==> config.mk <==
export PLATFORM = sky130hd
export DESIGN_NAME = cart_bank_mapper
export DESIGN_NICKNAME = d
export VERILOG_FILES = /design/src/rtl/cbm_pkg.sv /design/src/rtl/cbm_regs.sv /design/src/rtl/cbm_translate.sv /design/src/rtl/cart_bank_mapper.sv
export SDC_FILE = /design/constraint.sdc
export NUM_CORES = 1
export LEC_CHECK = 0
export BUFFER_PORTS_ARGS = -buffer_cell sky130_fd_sc_hd__buf_2
export CAP_MARGIN = 10
export CORE_ASPECT_RATIO = 1.4
export CORE_MARGIN = 2
export CORE_UTILIZATION = 27
export DETAILED_ROUTE_END_ITERATION = 16
export PLACE_DENSITY = 0.87
export SLEW_MARGIN = 30
export SYNTH_ARGS = -nofsm -noshare
export SYNTH_HDL_FRONTEND = slang
export SYNTH_SLANG_ARGS = --single-unit
==> constraint.sdc <==
create_clock -name clk -period 1 [get_ports clk]
set_input_delay 0.15 -clock clk [delete_from_list [all_inputs] [get_ports clk]]
set_output_delay 0.15 -clock clk [all_outputs]
set_load 0.05 [all_outputs]
==> src/rtl/cbm_pkg.sv <==
// Package: shared register record for the cartridge bank mapper.
// Assumes the primary bank is 5 bits and the secondary bank is 2 bits.
package cbm_pkg;
    typedef struct packed {
        logic [4:0] prim;
        logic [1:0] sec;
        logic       mode;
        logic       ram_en;
        logic       mc;
    } ctrl_t;
endpackage

==> src/rtl/cbm_regs.sv <==
// Module: control registers for the bank mapper.
// It decodes CPU writes below 0x8000 into the four control fields.
// It captures the multicart strap at reset and handles the save/restore image.
// Assumes a restore has priority over a CPU write in the same cycle.
module cbm_regs (
    input  logic               clk,
    input  logic               rst_n,
    input  logic               mc_strap,
    input  logic               wr_en,
    input  logic [15:0]        wr_addr,
    input  logic [7:0]         wr_data,
    input  logic               restore_en,
    input  logic [39:0]        restore_img,
    output cbm_pkg::ctrl_t     ctrl,
    output logic [39:0]        save_img
);
    cbm_pkg::ctrl_t ctrl_q;
    logic           reg_wr;
    logic           unused_bits;

    assign reg_wr      = wr_en && !wr_addr[15];
    assign unused_bits = ^{wr_data[7:5], restore_img[7:5], restore_img[15:10]};

    // Register update: reset, restore, or a decoded CPU write.
    always_ff @(posedge clk) begin
        if (!rst_n) begin
            ctrl_q        <= '0;
            ctrl_q.mc     <= mc_strap;
        end else if (restore_en) begin
            ctrl_q.prim   <= restore_img[4:0];
            ctrl_q.sec    <= restore_img[9:8];
            ctrl_q.mode   <= (restore_img[23:16] != 8'h00);
            ctrl_q.ram_en <= (restore_img[31:24] != 8'h00);
            ctrl_q.mc     <= (restore_img[39:32] != 8'h00);
        end else if (reg_wr) begin
            case (wr_addr[14:13])
                2'd0:    ctrl_q.ram_en <= (wr_data[3:0] == 4'hA);
                2'd1:    ctrl_q.prim   <= wr_data[4:0];
                2'd2:    ctrl_q.sec    <= wr_data[1:0];
                default: ctrl_q.mode   <= wr_data[0];
            endcase
        end
    end

    assign ctrl     = ctrl_q;
    assign save_img = {7'd0, ctrl_q.mc, 7'd0, ctrl_q.ram_en, 7'd0, ctrl_q.mode,
                       6'd0, ctrl_q.sec, 3'd0, ctrl_q.prim};

    // a RAM-enable write leaves the flag equal to (low nibble == 0xA).
    p_ram_enable_r2: assert property (@(posedge clk) disable iff (!rst_n)
        (rst_n && wr_en && !restore_en && wr_addr[15:13] == 3'b000)
        |=> (ctrl.ram_en == ($past(wr_data[3:0]) == 4'hA)));

    // a primary-bank write is stored as the low five data bits.
    p_prim_load_r3: assert property (@(posedge clk) disable iff (!rst_n)
        (rst_n && wr_en && !restore_en && wr_addr[15:13] == 3'b001)
        |=> (ctrl.prim == $past(wr_data[4:0])));

    // the multicart flag only changes through reset or restore.
    p_mc_stable_r10: assert property (@(posedge clk) disable iff (!rst_n)
        (rst_n && !restore_en) |=> $stable(ctrl.mc));
endmodule

==> src/rtl/cbm_translate.sv <==
// Module: combinational bank translation.
// It forms the flat ROM byte address for both ROM windows and the flat RAM
// byte address from the control registers.
// Assumes ROM_BANKS and RAM_BANKS are powers of two, with ROM_BANKS <= 128
// and RAM_BANKS <= 4. A value of 0 or 1 for RAM_BANKS gives no bank bits.
module cbm_translate #(
    parameter int ROM_BANKS = 64,
    parameter int RAM_BANKS = 4,
    parameter int ROM_AW    = 20,
    parameter int RAM_AW    = 15
) (
    input  cbm_pkg::ctrl_t     ctrl,
    input  logic [14:0]        addr,
    output logic [ROM_AW-1:0]  rom_addr,
    output logic [RAM_AW-1:0]  ram_addr
);
    localparam logic [6:0] ROM_MASK = 7'(ROM_BANKS - 1);
    localparam logic [1:0] RAM_MASK = (RAM_BANKS > 1) ? 2'(RAM_BANKS - 1) : 2'd0;

    logic [4:0] eff_prim;
    logic [6:0] hi_bank;
    logic [6:0] lo_bank;
    logic [6:0] sel_bank;
    logic [1:0] ram_bank;

    // Bank arithmetic for the switchable window, the low window and RAM.
    always_comb begin
        eff_prim = (ctrl.prim == 5'd0) ? 5'd1 : ctrl.prim;
        if (ctrl.mc) begin
            hi_bank = {1'b0, ctrl.sec, eff_prim[3:0]};
            lo_bank = {1'b0, ctrl.sec, 4'd0};
        end else begin
            hi_bank = {ctrl.sec, eff_prim};
            lo_bank = {ctrl.sec, 5'd0};
        end
        if (!ctrl.mode) lo_bank = 7'd0;
        sel_bank = (addr[14] ? hi_bank : lo_bank) & ROM_MASK;
        ram_bank = ctrl.mode ? (ctrl.sec & RAM_MASK) : 2'd0;
    end

    assign rom_addr = ROM_AW'({sel_bank, addr[13:0]});
    assign ram_addr = RAM_AW'({ram_bank, addr[12:0]});
endmodule

==> src/rtl/cart_bank_mapper.sv <==
// Module: cartridge ROM/RAM bank mapper, top level.
// It decodes the CPU address into the ROM, RAM and unmapped regions.
// It steers read data, gates the RAM write strobe and instantiates the
// register and translation blocks.
// Assumes a single-cycle, combinational read path from the external arrays.
module cart_bank_mapper #(
    parameter int ROM_BANKS = 64,
    parameter int RAM_BANKS = 4,
    parameter int ROM_AW    = $clog2(ROM_BANKS) + 14,
    parameter int RAM_AW    = $clog2((RAM_BANKS > 1) ? RAM_BANKS : 1) + 13
) (
    input  logic               clk,
    input  logic               rst_n,
    input  logic               multicart_strap,
    input  logic [15:0]        cpu_addr,
    input  logic [7:0]         cpu_wdata,
    input  logic               cpu_we,
    output logic [7:0]         cpu_rdata,
    output logic [ROM_AW-1:0]  rom_addr,
    input  logic [7:0]         rom_rdata,
    output logic [RAM_AW-1:0]  ram_addr,
    output logic [7:0]         ram_wdata,
    output logic               ram_we,
    input  logic [7:0]         ram_rdata,
    input  logic               restore_en,
    input  logic [39:0]        restore_img,
    output logic [39:0]        save_img
);
    cbm_pkg::ctrl_t ctrl;
    logic           in_rom;
    logic           in_ram;
    logic           ram_live;

    cbm_regs u_regs (
        .clk         (clk),
        .rst_n       (rst_n),
        .mc_strap    (multicart_strap),
        .wr_en       (cpu_we),
        .wr_addr     (cpu_addr),
        .wr_data     (cpu_wdata),
        .restore_en  (restore_en),
        .restore_img (restore_img),
        .ctrl        (ctrl),
        .save_img    (save_img)
    );

    cbm_translate #(
        .ROM_BANKS (ROM_BANKS),
        .RAM_BANKS (RAM_BANKS),
        .ROM_AW    (ROM_AW),
        .RAM_AW    (RAM_AW)
    ) u_xlate (
        .ctrl     (ctrl),
        .addr     (cpu_addr[14:0]),
        .rom_addr (rom_addr),
        .ram_addr (ram_addr)
    );

    assign in_rom = !cpu_addr[15];
    assign in_ram = (cpu_addr[15:13] == 3'b101);

    // RAM presence is a build-time choice; without RAM the window stays dead.
    generate
        if (RAM_BANKS > 0) begin : g_ram
            assign ram_live = ctrl.ram_en;
        end else begin : g_no_ram
            assign ram_live = 1'b0;
        end
    endgenerate

    // Read steering: ROM windows, enabled RAM, or the open-bus value.
    always_comb begin
        if (in_rom)                   cpu_rdata = rom_rdata;
        else if (in_ram && ram_live)  cpu_rdata = ram_rdata;
        else                          cpu_rdata = 8'hFF;
    end

    assign ram_we    = cpu_we && in_ram && ram_live && !restore_en;
    assign ram_wdata = cpu_wdata;

    // a RAM write strobe never appears while RAM is disabled.
    p_ram_we_gated_r8: assert property (@(posedge clk) disable iff (!rst_n)
        ram_we |-> ctrl.ram_en);

    // unmapped addresses read the open-bus value.
    p_unmapped_ff_r8: assert property (@(posedge clk) disable iff (!rst_n)
        (!in_rom && !in_ram) |-> (cpu_rdata == 8'hFF));

    // in mode 0 the low window always lands in bank 0.
    p_low_bank0_r6: assert property (@(posedge clk) disable iff (!rst_n)
        (cpu_addr[15:14] == 2'b00 && !ctrl.mode) |-> ((rom_addr >> 14) == '0));

    // the switchable window never selects bank 0 when no masking applies.
    p_hi_nonzero_r3: assert property (@(posedge clk) disable iff (!rst_n)
        (cpu_addr[15:14] == 2'b01 && ROM_BANKS >= 32 && !ctrl.mc)
        |-> ((rom_addr >> 14) != '0));
endmodule

==> metrics, run 1 <==
Synth Area in Adders 0; first-pass GRT wire length 6020 um; dpl cells 276; IO buf count 92; RSZ-0062 raised after global routing yes; CP arrival 1.19 ns; cell count after synthesis 148; Mapped Area 0.00121 mm2; starting density of the core 0.283; Setup CP Type register to primary output; layout cells sized above 1 0.671; post-synthesis mux area share 0.0744; NumNets Final 311; Clock Pin Slew Worst Setup and Hold Paths 0.05 ns; Post-Synth Simple-Gate Area 0.162; final setup skew 0 ns; Synth-to-Final Area Change 65.0%; Die Wd 60.6 um; total vias in the final route 1313; CP cell instances mux2i_2 -> nor2_4 -> buf_6; Post-Synth XOR/XNOR Area 0; Routed Antenna Nets 0; worst setup path startpoint u_regs.ctrl[0]; delay-heaviest family, CP flip-flops; die area 0.00505 mm2; Worst IR Drop VDD 0.000438 V; initial antenna violation count 0; Max Root-Sink Buffers 2; hpwl dp 3240 um; post-place setup slack -0.244 ns; Slew Viols, Final 0; Clock Power Share 0.230; # diodes 0; Max Fclk 0.748 GHz; design area 0.00200 mm2; CTS Buf Count 3; Logic pwr share 0.557; Yosys warnings 0; clock latency on the worst-skew pair 0.24 ns; Routed WL 4700 um; final hold slack 0.192 ns; Detailed Routing Iterations Pass 1 4; pin count of the biggest net entering global routing 14; max-cap check violation count 0; post-synth cell types 29; Worst Path Buf+Inv 1; I/O pin cnt 177; DIE HEIGHT 83.2 um; Static Leak 0.968 nW; Synth Flop Type dfxtp_1; register area share after synthesis 0.174; Internal Dissipation 1.23 mW; placed instance area 0.00162 mm2; switching share of power 0.450; fillers 376; crit path time final 1.34 ns; clock root cell clkbuf_8; initial drt markers 55; fin crit share 1.34; clock sinks 10; Final WS setup -0.338 ns; remaining global-route overflow 0; synthesized area per cell 8.18 um2; Hold Crit Start restore_img[8]; Site Rows 28; Wirelength per Cell 16.5 um; Core ar. 0.00427 mm2; failing checks negative setup slack; complex-gate fraction of the synthesized area 0.155; CTS tree yes; Crit Path Max Fanout 3; most frequent cells in the layout buf_2, conb_1, buf_6; Power Dens Cells 1120 mW/mm2; vias in the first global route 1278; drt via density 4.61; status complete, but fails checks; most common cell after layout, fill and taps aside buf_2; final hold vios 0; sequential share of power 0.213; Worst Setup End Kind primary output; Worst path max stage delay 0.46 ns; GRT Total Usage 0.159; slowest cell on the critical path edfxtp_1; GP Congestion 0.792; worst hold path class input pin to register; reg2reg start u_regs.ctrl[7]; Post-synth ARST share 0; Post-synth EDFFs 1; CP required 0.85 ns; DRC viols 0; htree depth 1; Yosys reg bits 10; final setup vio count 26; Sw Pwr 1.00 mW; largest family of logic cells by synthesized area buffers and inverters; Cell Count, Final, Fillers Out 285; Largest register FFs 10; CP startpoint kind register
stage by stage:
stage / util / setup TNS [ns] / power (mW)
2_1_floorplan: - / -2.22 / 1.63
3_3_place_gp: 0.380 / -3.04 / 1.50
3_5_place_dp: 0.380 / -3.59 / 1.51
4_1_cts: 0.447 / -4.37 / 2.15
5_1_grt: 0.468 / -5.46 / 2.33
6_report: 0.468 / -4.65 / 2.23
routing by layer:
layer	up-vias	wire length, um	track usage
li1	584	-	-
met1	603	1350	0.121
met2	92	2580	0.308
met3	34	478	0.0249
met4	0	295	0.134
met5	-	0	0
what timing repair did:
item	CTS	global route
cloned	1	0
pin swaps	1	2
setup buffers	0	5
hold buffers	0	0
resized for setup	66	20
endpoints found under the setup margin	25	31
layout make-up:
| type | instances | area (um2) | share of cell area |
|---|---|---|---|
| tap | 60 | 75.1 | 0.0376 |
| clock buffer | 4 | 55.1 | 0.0276 |
| sequential | 10 | 234 | 0.117 |
| timing repair buffer | 113 | 870 | 0.435 |
| inverter | 1 | 3.75 | 0.00188 |
| multi-input combinational | 97 | 761 | 0.381 |
worst reg2reg max path, stage by stage, from the launching register on:
cell	delay, ns
dfxtp_4	0.35
buf_6	0.12
buf_4	0.13
mux2i_2	0.16
a21oi_1	0.11
cells by family (layout without fill, tap and decap cells):
| family | Yosys count | in the layout |
|---|---|---|
| AOI/OAI and AO/OA | 29 | 29 |
| buffers and inverters | 71 | 118 |
| DFF | 10 | 10 |
| muxes | 9 | 9 |
| other | 1 | 30 |
| and+or+nand+nor | 28 | 29 |
power groups by stage:
stage               clock, mW  combinational, mW  sequential, mW
global placement            0               1.02           0.472
global route            0.557               1.29           0.478
finish                  0.513               1.24           0.475
detailed placement          0               1.04           0.475
floorplan                   0               1.05           0.587
CTS                     0.505               1.17           0.475
worst paths after layout:
kind / to / slack, ns / depth (start not counted)
max: rom_addr[19] / -0.34 / 3
min: u_regs.ctrl[3] / 0.19 / 3
max reg2reg: u_regs.ctrl[7] / 0.01 / 4
min reg2reg: u_regs.ctrl[5] / 0.58 / 2
synth_stat cells, types with 2 or more instances:
| cell type | number | share of area |
|---|---|---|
| mux2i_1 | 9 | 0.074 |
| o22a_1 | 8 | 0.058 |
| dfxtp_1 | 9 | 0.15 |
| a21oi_1 | 8 | 0.033 |
| nor2_1 | 4 | 0.012 |
| and2_1 | 5 | 0.026 |
| nand2_1 | 4 | 0.012 |
| clkbuf_1 | 2 | 0.0062 |
| nor4_1 | 7 | 0.036 |
| buf_4 | 66 | 0.41 |
| o21ai_0 | 8 | 0.033 |
(Power assumes the default switching activity.)
==> run 2, diff against run 1 <==
- PLACE_DENSITY: 0.87 -> default
- PLACE_DENSITY_LB_ADDON: default -> 0.15
==> run 2 against run 1 <==
The flow still finishes with violations (negative setup slack). Sequential share of layout area is 0.34 points higher. Global-route usage is 1.8 points lower. Register-to-register slack better by 0.11 ns. Cell count is 0.35% lower. Clock skew stayed put. Critical path type unchanged. Critical endpoint unchanged. Largest cell class unchanged. Largest power group unchanged.
==> metrics, run 2 (same netlist as run 1, synthesis figures left out) <==
Power Dens Cells 1110 mW/mm2; CTS Buf Count 3; R2R Path End u_regs.ctrl[2]; Core ar. 0.00427 mm2; pin count of the biggest net entering global routing 15; setup TNS -4.13 ns; most frequent cells in the layout buf_2, conb_1, buf_6; clock sinks 10; Worst Setup EP rom_addr[19]; Clock Pin Slew Worst Setup and Hold Paths 0.05 ns; # diodes 0; CP startpoint kind register; layout cells sized above 1 0.665; die area 0.00505 mm2; remaining global-route overflow 0; DRC viols 0; first-pass GRT wire length 5360 um; final hold slack 0.180 ns; clock root cell clkbuf_8; global-route track usage on met1 0.135; initial drt markers 33; I/O pin cnt 177; Final WS setup -0.312 ns; fillers 457; NumNets Final 310; Slew Viols, Final 0; most common cell after layout, fill and taps aside buf_2; Static Leak 0.953 nW; Setup CP Type register to primary output; met2 Resource Use GR 0.259; Largest register FFs 10; htree depth 1; initial antenna violation count 0; GRT Total Usage 0.141; Max Root-Sink Buffers 2; Worst Setup End Kind primary output; Routed WL 3720 um; final hold vios 0; slowest cell on the critical path edfxtp_1; worst setup path startpoint u_regs.ctrl[0]; fin util 0.459; Max Fclk 0.762 GHz; GR peak layer met2; Die Wd 60.6 um; CTS tree yes; hpwl dp 3030 um; CP cell instances mux2i_2 -> nor2_4 -> buf_6; worst hold path class input pin to register; Worst path max stage delay 0.43 ns; crit path time final 1.31 ns; DIE HEIGHT 83.2 um; fin crit share 1.31; failing checks negative setup slack; final setup skew 0 ns; Routed Antenna Nets 0; Wirelength per Cell 13.1 um; CP arrival 1.16 ns; clock latency on the worst-skew pair 0.23 ns; Cell Count, Final, Fillers Out 284; Crit Path Max Fanout 4; final setup vio count 20; R2R Setup Slk 0.12 ns; vias in the first global route 1175; Worst IR Drop VDD 0.000561 V; max-cap check violation count 0; starting density of the core 0.283; IO buf count 92; total vias in the final route 1233; dpl cells 278; drt via density 4.34; Synth-to-Final Area Change 62.1%; Site Rows 28; Detailed Routing Iterations Pass 1 2; FF-to-FF path depth 4; RSZ-0062 raised after global routing yes; CP required 0.85 ns; reg2reg start u_regs.ctrl[2]; met3 Track Usage GR 0.0234; GP Congestion 0.766; status complete, but fails checks
==> run 2: changes by cell type in the layout (fill, tap and decap cells not counted), moves of 2 or more <==
cell and change:
buf_2 +3, buf_6 -3, buf_4 +2, buf_8 -2
==> run 2: layout make-up <==
class | instances | area [um2] | share of cell area
clock buffer | 4 | 55.1 | 0.0280
inverter | 1 | 3.75 | 0.00191
multi-input combinational | 97 | 764 | 0.389
sequential | 10 | 236 | 0.120
tap | 60 | 75.1 | 0.0382
timing repair buffer | 112 | 828 | 0.422
==> run 2: routing by layer <==
metal / up-vias / share of wire / wire length, um
met2: 74 / 0.53 / 1970
met5: - / 0 / 0
met1: 549 / 0.33 / 1210
met4: 0 / 0.037 / 138
met3: 24 / 0.11 / 404
li1: 586 / - / -
==> run 2: worst max-delay path: cells and delay by family (launching register included) <==
family | cells | cell delay (ns)
DFF | 1 | 0.43
buffers and inverters | 1 | 0.15
muxes | 1 | 0.30
and+or+nand+nor | 1 | 0.05
==> run 2: how the worst min path moves through the flow <==
stage,start,endpoint,depth (start not counted)
2_1_floorplan,rst_n,u_regs.ctrl[1],1
3_3_place_gp,cpu_wdata[6],ram_wdata[6],0
3_5_place_dp,cpu_wdata[6],ram_wdata[6],0
4_1_cts,restore_img[1],u_regs.ctrl[6],3
5_1_grt,restore_img[1],u_regs.ctrl[6],3
6_report,restore_img[8],u_regs.ctrl[3],3
==> run 2: metrics by stage <==
stage | power (mW) | cell area [um2] | setup WS [ns]
2_1_floorplan | 1.63 | 1480 | -0.380
3_3_place_gp | 1.52 | 1640 | -0.217
3_5_place_dp | 1.52 | 1640 | -0.223
4_1_cts | 2.17 | 1920 | -0.314
5_1_grt | 2.27 | 1960 | -0.385
6_report | 2.17 | 1960 | -0.312
==> run 2: report_power, final <==
group / switching (mW) / leakage, nW / total (mW) / internal (mW)
registers: 0.0427 / 0.0889 / 0.479 / 0.437
clock network: 0.163 / 0.0288 / 0.510 / 0.347
logic: 0.757 / 0.835 / 1.18 / 0.424
==> run 2: what timing repair did <==
item / in CTS / in global routing
resized for setup: 64 / 9
pin swaps: 1 / 2
cloned: 1 / 0
hold buffers: 0 / 0
endpoints found under the setup margin: 26 / 27
buffers inserted: 2 / 1
